--- src/rtl/cmul_pkg.sv ---
`timescale 1ns/1ps
package cmul_pkg;

  localparam int DIG_MAX = 40;
  typedef logic [DIG_MAX-1:0] digits_t;

  function automatic longint magnitude(input longint c);
    return (c < 0) ? -c : c;
  endfunction

  // number of bits in v (at least 1)
  function automatic int bit_len(input longint v);
    int n = 0;
    for (int i = 0; i < 63; i++) begin
      if ((v >> i) != 0) n = i + 1;
    end
    return (n == 0) ? 1 : n;
  endfunction

  function automatic int prod_width(input int in_w, input longint c);
    return in_w + bit_len(magnitude(c)) + 1;
  endfunction

  // Signed-digit recoding: one mask for +1 digits, one for -1 digits
  function automatic digits_t csd_mask(input longint mag, input bit want_minus);
    longint  rem = mag;
    digits_t res = '0;
    for (int i = 0; i < DIG_MAX; i++) begin
      if ((rem & 64'sd1) != 0) begin
        if ((rem & 64'sd3) == 64'sd1) begin
          if (!want_minus) res[i] = 1'b1;
          rem = rem - 1;
        end else begin
          if (want_minus) res[i] = 1'b1;
          rem = rem + 1;
        end
      end
      rem = rem >>> 1;
    end
    return res;
  endfunction

  // Lowest digit of each pair (k, k+2) covered by the shared term x + 4x
  function automatic digits_t pair_bases(input digits_t m);
    digits_t used = '0;
    digits_t res  = '0;
    for (int k = 0; k < DIG_MAX - 2; k++) begin
      if (m[k] && m[k+2] && !used[k] && !used[k+2]) begin
        res[k]    = 1'b1;
        used[k]   = 1'b1;
        used[k+2] = 1'b1;
      end
    end
    return res;
  endfunction

  function automatic digits_t lone_digits(input digits_t m, input digits_t p);
    return m & ~(p | (p << 2));
  endfunction

endpackage

--- src/rtl/cmul_shift_add.sv ---
`timescale 1ns/1ps
module cmul_shift_add #(
  parameter int IN_W   = 8,
  parameter int COEF   = 85,
  parameter int PROD_W = 16
) (
  input  logic signed [IN_W-1:0]   x,
  output logic signed [PROD_W-1:0] p
);
  import cmul_pkg::*;

  localparam longint  MAG    = magnitude(longint'(COEF));
  localparam int      NDIG   = bit_len(MAG) + 1;
  localparam digits_t RAW_P  = csd_mask(MAG, 1'b0);
  localparam digits_t RAW_N  = csd_mask(MAG, 1'b1);
  localparam digits_t PLUS   = (COEF < 0) ? RAW_N : RAW_P;
  localparam digits_t MINUS  = (COEF < 0) ? RAW_P : RAW_N;
  localparam digits_t PAIR_P = pair_bases(PLUS);
  localparam digits_t PAIR_N = pair_bases(MINUS);
  localparam digits_t LONE_P = lone_digits(PLUS, PAIR_P);
  localparam digits_t LONE_N = lone_digits(MINUS, PAIR_N);
  localparam bit      USE_T  = |(PAIR_P | PAIR_N);

  logic signed [PROD_W-1:0] x_ext;
  logic signed [PROD_W-1:0] t_sh;
  logic signed [PROD_W-1:0] pos_t [NDIG];
  logic signed [PROD_W-1:0] neg_t [NDIG];

  assign x_ext = PROD_W'(x);

  // shared subexpression, built once
  generate
    if (USE_T) begin : g_shared
      assign t_sh = x_ext + (x_ext <<< 2);
    end else begin : g_noshare
      assign t_sh = '0;
    end
  endgenerate

  generate
    for (genvar k = 0; k < NDIG; k++) begin : g_digit
      if (PAIR_P[k]) begin : g_pp
        assign pos_t[k] = t_sh <<< k;
      end else if (LONE_P[k]) begin : g_lp
        assign pos_t[k] = x_ext <<< k;
      end else begin : g_zp
        assign pos_t[k] = '0;
      end

      if (PAIR_N[k]) begin : g_pn
        assign neg_t[k] = t_sh <<< k;
      end else if (LONE_N[k]) begin : g_ln
        assign neg_t[k] = x_ext <<< k;
      end else begin : g_zn
        assign neg_t[k] = '0;
      end
    end
  endgenerate

  always_comb begin
    logic signed [PROD_W-1:0] acc;
    acc = '0;
    for (int k = 0; k < NDIG; k++) begin
      acc = acc + pos_t[k] - neg_t[k];
    end
    p = acc;
  end

endmodule

--- src/rtl/cmul_scale.sv ---
`timescale 1ns/1ps
module cmul_scale #(
  parameter int W   = 16,
  parameter int CWL = 0
) (
  input  logic signed [W-1:0] din,
  output logic signed [W-1:0] dout
);
  generate
    if (CWL == 0) begin : g_pass
      assign dout = din;
    end else begin : g_shift
      assign dout = din >>> CWL;
    end
  endgenerate
endmodule

--- src/rtl/cmul_pipe_reg.sv ---
`timescale 1ns/1ps
module cmul_pipe_reg #(
  parameter int W = 16
) (
  input  logic         clk,
  input  logic         rst_n,
  input  logic         s_valid,
  output logic         s_ready,
  input  logic [W-1:0] s_data,
  output logic         m_valid,
  input  logic         m_ready,
  output logic [W-1:0] m_data
);
  logic         vld_q;
  logic [W-1:0] dat_q;

  assign s_ready = !vld_q || m_ready;
  assign m_valid = vld_q;
  assign m_data  = dat_q;

  always_ff @(posedge clk) begin
    if (!rst_n) begin
      vld_q <= 1'b0;
      dat_q <= '0;
    end else if (s_ready) begin
      vld_q <= s_valid;
      if (s_valid) dat_q <= s_data;
    end
  end
endmodule

--- src/rtl/cmul_shared_const.sv ---
`timescale 1ns/1ps
module cmul_shared_const #(
  parameter int IN_W = 8,
  parameter int COEF = 85,
  parameter int CWL  = 0,
  localparam int PROD_W = cmul_pkg::prod_width(IN_W, longint'(COEF))
) (
  input  logic                     clk,
  input  logic                     rst_n,
  input  logic                     in_valid,
  output logic                     in_ready,
  input  logic signed [IN_W-1:0]   in_data,
  output logic                     out_valid,
  input  logic                     out_ready,
  output logic signed [PROD_W-1:0] out_data
);
  logic signed [PROD_W-1:0] prod;
  logic signed [PROD_W-1:0] scaled;
  logic        [PROD_W-1:0] held;

  cmul_shift_add #(.IN_W(IN_W), .COEF(COEF), .PROD_W(PROD_W)) u_tree (
    .x (in_data),
    .p (prod)
  );

  cmul_scale #(.W(PROD_W), .CWL(CWL)) u_scale (
    .din  (prod),
    .dout (scaled)
  );

  cmul_pipe_reg #(.W(PROD_W)) u_reg (
    .clk     (clk),
    .rst_n   (rst_n),
    .s_valid (in_valid),
    .s_ready (in_ready),
    .s_data  (scaled),
    .m_valid (out_valid),
    .m_ready (out_ready),
    .m_data  (held)
  );

  assign out_data = signed'(held);
endmodule

--- config.mk ---
export PLATFORM = sky130hd
export DESIGN_NAME = cmul_shared_const
export DESIGN_NICKNAME = d
export VERILOG_FILES = /design/src/rtl/cmul_pkg.sv /design/src/rtl/cmul_shift_add.sv /design/src/rtl/cmul_scale.sv /design/src/rtl/cmul_pipe_reg.sv /design/src/rtl/cmul_shared_const.sv
export SDC_FILE = /design/constraint.sdc
export NUM_CORES = 1
export LEC_CHECK = 0
export BUFFER_PORTS_ARGS = -buffer_cell sky130_fd_sc_hd__buf_2
export CELL_PAD_IN_SITES_DETAIL_PLACEMENT = 2
export CELL_PAD_IN_SITES_GLOBAL_PLACEMENT = 2
export CORE_ASPECT_RATIO = 1.1
export CORE_MARGIN = 5
export CORE_UTILIZATION = 31
export DETAILED_ROUTE_END_ITERATION = 6
export PLACE_DENSITY = 0.78
export SYNTH_ARGS = -nofsm -noshare
export SYNTH_HDL_FRONTEND = slang
export SYNTH_SLANG_ARGS = --single-unit
--- constraint.sdc ---
create_clock -name clk -period 3.7 [get_ports clk]
set_input_delay 0.37 -clock clk [delete_from_list [all_inputs] [get_ports clk]]
set_output_delay 0.37 -clock clk [all_outputs]
set_load 0.01 [all_outputs]
==> results.sh, run 1 <==
export IMPL_cts_made_buffers=3
export IMPL_yosysMostFrequentCell="nand2_1"
export IMPL_antenna_found_initial=0
export IMPL_clkSlewWorstSetupHoldPaths_ps=70
export IMPL_crit_slowest_cell="ha_1"
export IMPL_critical_path_class="in2reg"
export IMPL_place_gp_congestion=0.846
export IMPL_cp_required_ps=3870
export IMPL_rows=25
export IMPL_clockBufferDepth=2
export IMPL_yosysTopAreaCellShare=0.254
export IMPL_fin_crit_sh=0.795
export IMPL_synth_cells=163
export IMPL_cap_violations=0
export IMPL_synth_seq_cells=17
export IMPL_setup_viol_count_final=0
export IMPL_critPathTopFamily="compound AO/OA/AOI/OAI gates"
export IMPL_grt_pass1_wl_mm=6.62
export IMPL_setup_tns_ps=0
export IMPL_synth_warnings=0
export IMPL_power_density_nw_per_um2=455
export IMPL_synth_edff_count=0
export IMPL_clock_skew_ps=0.492
export IMPL_grt_overflow=0
export IMPL_max_freq_mhz=340
export IMPL_ir_worst_vdd_uv=109
export IMPL_cp_end_kind="flop"
export IMPL_dieArea_um2=5740
export IMPL_final_cell_area_um2=1560
export IMPL_syn_num_nets=195
export IMPL_hold_viol_final=0
export IMPL_run_status="completed"
export IMPL_cts_resized=0
export IMPL_clock_latency_ps=250
export IMPL_ys_top_cells_by_count="nand2_1, a21oi_1, ha_1, dfxtp_1, nand3_1"
export IMPL_wl_per_cell_um=15.8
export IMPL_cts_sink_count=17
export IMPL_dpl_cell_count=240
export IMPL_ys_seq_area_frac=0.254
export IMPL_nNetsFinal=223
export IMPL_grt_use_met2=0.256
export IMPL_hold_class="in2reg"
export IMPL_arrival_ps=3110
export IMPL_dpl_hpwl_mm=3.25
export IMPL_relSlewSlack=0.618
export IMPL_syn_to_final_growth_pct=16.4
export IMPL_drt_antenna_violating_nets=0
export IMPL_dr_first_iter_drc_count=31
export IMPL_grt_max_degree=19
export IMPL_crit_fanout=6
export IMPL_post_cts_setup_buffers=0
export IMPL_synthArstFlopShare=0
export IMPL_ys_flop_type="dfxtp_1"
export IMPL_synth_top_cell_by_area="dfxtp_1"
export IMPL_firstDrtPassIters=3
export IMPL_cp_num_buf_inv=1
export IMPL_crit_chain="buf_2, ha_1, fa_1, a21o_1, a21oi_1, nand3b_1, nand3_1, ha_1, nand2_1, a211o_1, a2111o_1, o311ai_1"
export IMPL_startpoint="in_data[0]"
export IMPL_cts_root_buf="clkbuf_8"
export IMPL_syn_area_per_cell_um2=8.22
export IMPL_drive_gt1_frac=0.211
export IMPL_drc=0
export IMPL_die_h_um=79.0
export IMPL_yosys_top_cells_area="dfxtp_1, ha_1, a21oi_1"
export IMPL_rsz0062_at_grt="no"
export IMPL_max_stage_delay_ps=430
export IMPL_worst_setup_path_start_kind="input pin"
export IMPL_num_vias=1310
export IMPL_hp_start="in_data[0]"
export IMPL_tightest_slew_ps=573
export IMPL_finalWirelength_mm=3.87
export IMPL_pin_count=30
export IMPL_num_antenna_cells=0
export IMPL_ctsHoldBuffers=0
export IMPL_htreeDepth=1
export IMPL_final_max_slew_viol_count=0
export IMPL_die_w_um=72.7
export IMPL_p_leak_nw=0.713
export IMPL_fill_cells=513
export IMPL_initial_core_util=0.315
export IMPL_post_layout_nonfiller_instances=244
export IMPL_r2r_start="u_reg.m_valid"
export IMPL_grt_util_all_layers=0.144
export IMPL_met1_usage=0.180
export IMPL_place_area_um2=1510
export IMPL_ys_types=43
export IMPL_synth_area_um2=1340
export IMPL_grt_busiest_layer="met2"
export IMPL_core_um2=4250
export IMPL_cp_common_cell="ha_1"
export IMPL_vias_per_cell=5.37
export IMPL_portBuffers=29
export IMPL_timing_final_crit_period_ps=2940
export IMPL_met3_usage=0.0114
export IMPL_grt_pass1_vias=1426
export IMPL_cts_tree="built"
==> cell type report <==
class	count	area, um2	area share
Multi-Input combinational cell	134	938	0.601
Sequential cell	17	340	0.218
Timing Repair Buffer	29	145	0.0930
Tap cell	54	67.6	0.0433
Clock buffer	3	41.3	0.0265
Inverter	6	22.5	0.0144
Clock inverter	1	5.00	0.00321
==> metal layers <==
layer	routed length [um]	vias to the layer above
met3	125	4
met5	0	-
met4	42	0
met1	1740	627
met2	1960	22
li1	-	657
==> report_power, final <==
| group | internal, W | switching [W] |
|---|---|---|
| Sequential | 0.000209 | 0.0000108 |
| Clock | 0.0000748 | 0.0000679 |
| Combinational | 0.000140 | 0.000207 |
==> registers in the layout, indices dropped and copies added (netlist names) <==
name           count
u_reg.m_data      16
u_reg.m_valid      1
==> per-stage QoR <==
stage / setup WS, ps / hold WS [ps] / total power (W) / utilization
floorplan: 894 / 476 / 0.000471 / -
global placement: 547 / 441 / 0.000559 / 0.356
detailed placement: 494 / 453 / 0.000573 / 0.356
CTS: 736 / 391 / 0.000720 / 0.367
global route: 576 / 404 / 0.000771 / 0.367
finish: 758 / 391 / 0.000709 / 0.367
==> worst register-to-register path, delay by kind of cell (launching register included) <==
kind / cells / cell delay (ps)
AO/OA/AOI/OAI: 2 / 630
AND/OR/NAND/NOR: 2 / 490
flip-flops: 1 / 310
==> logic make-up after synthesis <==
logic type,count (synthesis),share of synthesized area
AO/OA/AOI/OAI,54,0.269
XOR/XNOR,6,0.0392
adder cells (fa/ha/maj),20,0.198
buffers and inverters,12,0.0458
flip-flops,17,0.254
AND/OR/NAND/NOR,54,0.194
==> cells in the final DEF, fill, tap and decap left out, drive strengths merged, types with 4 or more instances in the layout <==
cell and instances:
buf 29, nand2 25, a21oi 23, ha 18, dfxtp 17, nand3 11, o21ai 6, inv 6
a21o 5, nor2 5, xnor2 4
==> worst paths after layout <==
check	slack (ps)	to	cells past startpoint
setup / recovery	760	u_reg.m_data[12]	12
hold reg to reg	460	u_reg.m_data[5]	2
hold / removal	390	u_reg.m_data[0]	3
setup reg to reg	2150	u_reg.m_data[14]	4
(Power assumes the default switching activity.)
==> run 2, diff against run 1 <==
--- a/config.mk
+++ b/config.mk
@@ -10,9 +10,9 @@
 export CELL_PAD_IN_SITES_GLOBAL_PLACEMENT = 2
 export CORE_ASPECT_RATIO = 1.1
 export CORE_MARGIN = 5
-export CORE_UTILIZATION = 31
+export CORE_UTILIZATION = 28
 export DETAILED_ROUTE_END_ITERATION = 6
-export PLACE_DENSITY = 0.78
+export PLACE_DENSITY = 0.74
 export SYNTH_ARGS = -nofsm -noshare
 export SYNTH_HDL_FRONTEND = slang
 export SYNTH_SLANG_ARGS = --single-unit
==> constraint.sdc (replaced) <==
create_clock -name clk -period 2.6 [get_ports clk]
set_input_delay 0.26 -clock clk [delete_from_list [all_inputs] [get_ports clk]]
set_output_delay 0.26 -clock clk [all_outputs]
set_load 0.01 [all_outputs]
==> results.sh, run 2 (synthesis gave the netlist of run 1 again) <==
export IMPL_dieArea_um2=6270
export IMPL_startpoint="in_data[2]"
export IMPL_run_status="completed"
export IMPL_initial_core_util=0.288
export IMPL_arrival_ps=2750
export IMPL_drive_gt1_frac=0.408
export IMPL_pin_count=30
export IMPL_worst_setup_path_start_kind="input pin"
export IMPL_setup_viol_count_final=0
export IMPL_hold_class="in2reg"
export IMPL_cp_required_ps=2760
export IMPL_finalWirelength_mm=5.56
export IMPL_critical_path_class="in2reg"
export IMPL_core_um2=4650
export IMPL_grt_max_degree=19
export IMPL_final_cell_area_um2=1970
export IMPL_r2r_start="u_reg.m_valid"
export IMPL_critPathCapture="u_reg.m_data[11]"
export IMPL_cts_made_buffers=3
export IMPL_p_leak_nw=0.892
export IMPL_reg2reg_to="u_reg.m_data[10]"
export IMPL_rsz0062_at_grt="yes"
export IMPL_drt_antenna_violating_nets=0
export IMPL_nNetsFinal=256
export IMPL_dr_first_iter_drc_count=52
export IMPL_clkSlewWorstSetupHoldPaths_ps=70
export IMPL_ir_worst_vdd_uv=173
export IMPL_die_w_um=76.0
export IMPL_crit_fanout=5
export IMPL_rows=26
export IMPL_vias_per_cell=5.39
export IMPL_die_h_um=82.6
export IMPL_clock_latency_ps=260
export IMPL_final_max_slew_viol_count=0
export IMPL_cts_tree="built"
export IMPL_layout_commonest_cell="buf_4"
export IMPL_tightest_slew_ps=613
export IMPL_antenna_found_initial=0
export IMPL_timing_hold_ws_ps=303
export IMPL_timing_final_crit_period_ps=2590
export IMPL_grt_util_all_layers=0.161
export IMPL_ctsHoldBuffers=0
export IMPL_max_freq_mhz=385
export IMPL_r2r_cells=4
export IMPL_firstDrtPassIters=4
export IMPL_cts_sink_count=17
export IMPL_dpl_cell_count=271
export IMPL_portBuffers=29
export IMPL_fin_crit_sh=0.998
export IMPL_relSlewSlack=0.591
export IMPL_drc=0
export IMPL_rrSetupSlack_ps=1030
export IMPL_cap_violations=0
export IMPL_htreeDepth=1
export IMPL_grt_pass1_vias=1716
export IMPL_grt_overflow=0
export IMPL_grt_pass1_wl_mm=8.13
export IMPL_post_layout_nonfiller_instances=279
export IMPL_num_antenna_cells=0
export IMPL_layout_common_cells="buf_4, buf_2, nand2_1"
export IMPL_place_area_um2=1770
export IMPL_power_w=0.00130
export IMPL_cts_root_buf="clkbuf_8"
export IMPL_largest_reg_flops=16
export IMPL_cp_end_kind="flop"
export IMPL_hold_viol_final=0
export IMPL_power_density_nw_per_um2=659
export IMPL_num_vias=1503
export IMPL_clock_skew_ps=4.11
export IMPL_final_core_util=0.423
export IMPL_dpl_hpwl_mm=4.01
export IMPL_clockBufferDepth=2
export IMPL_wl_per_cell_um=19.9
export IMPL_place_gp_congestion=0.812
export IMPL_syn_to_final_growth_pct=46.8
run 2: cell count changes in the layout (fill, tap and decap cells not counted), sizes merged:
cell,previous run,this run
buf,29,62
run 2: how the worst min path moves through the flow:
stage                          startpoint               to  depth (start not counted)
after global routing             in_valid    u_reg.m_valid                          3
after global placement    u_reg.m_data[7]  u_reg.m_data[7]                          2
final                            in_valid    u_reg.m_valid                          3
after detailed placement  u_reg.m_data[1]  u_reg.m_data[1]                          2
after CTS                        in_valid    u_reg.m_valid                          3
after floorplan                  in_valid    u_reg.m_valid                          2
run 2: where the power goes:
group | total (W) | internal, W | switching [W]
clock network | 0.000210 | 0.000107 | 0.000103
logic | 0.000770 | 0.000370 | 0.000401
registers | 0.000317 | 0.000298 | 0.0000192
total | 0.00130 | 0.000774 | 0.000523
run 2: cell type report:
cell class	instances	area [um2]
fill	527	2690
clock buffer	3	41.3
multi-input combinational	134	1080
sequential	17	340
inverter	6	22.5
tap	56	70.1
timing repair buffer	62	409
clock inverter	1	5.00
run 2: what timing repair did:
item                       in CTS  in global routing
setup buffers                   1                  3
gates resized for setup         3                 20
setup endpoints to repair       4                  6
pin swaps                       2                 17
run 2: critical path: stages:
cell,delay [ps]
buf_8,110
ha_4,160
fa_2,360
a21o_1,180
a21oi_2,220
nand3b_1,160
nand3_2,130
ha_4,340
nand3_1,170
o211ai_4,290
a31oi_1,130
o311ai_1,250
run 2: per-layer routing:
metal / global-route usage / routed length (um)
met4: 0.0747 / 61
met3: 0.0228 / 139
met2: 0.330 / 3190
met1: 0.160 / 2160
met5: 0 / 0
run 2: per-stage QoR:
step | setup slack (ps) | TNS [ps]
after floorplan | 2.39 | 0
after global placement | -231 | -1190
after detailed placement | -423 | -2120
after CTS | 6.63 | 0
after global routing | -125 | -420
final | 5.22 | 0
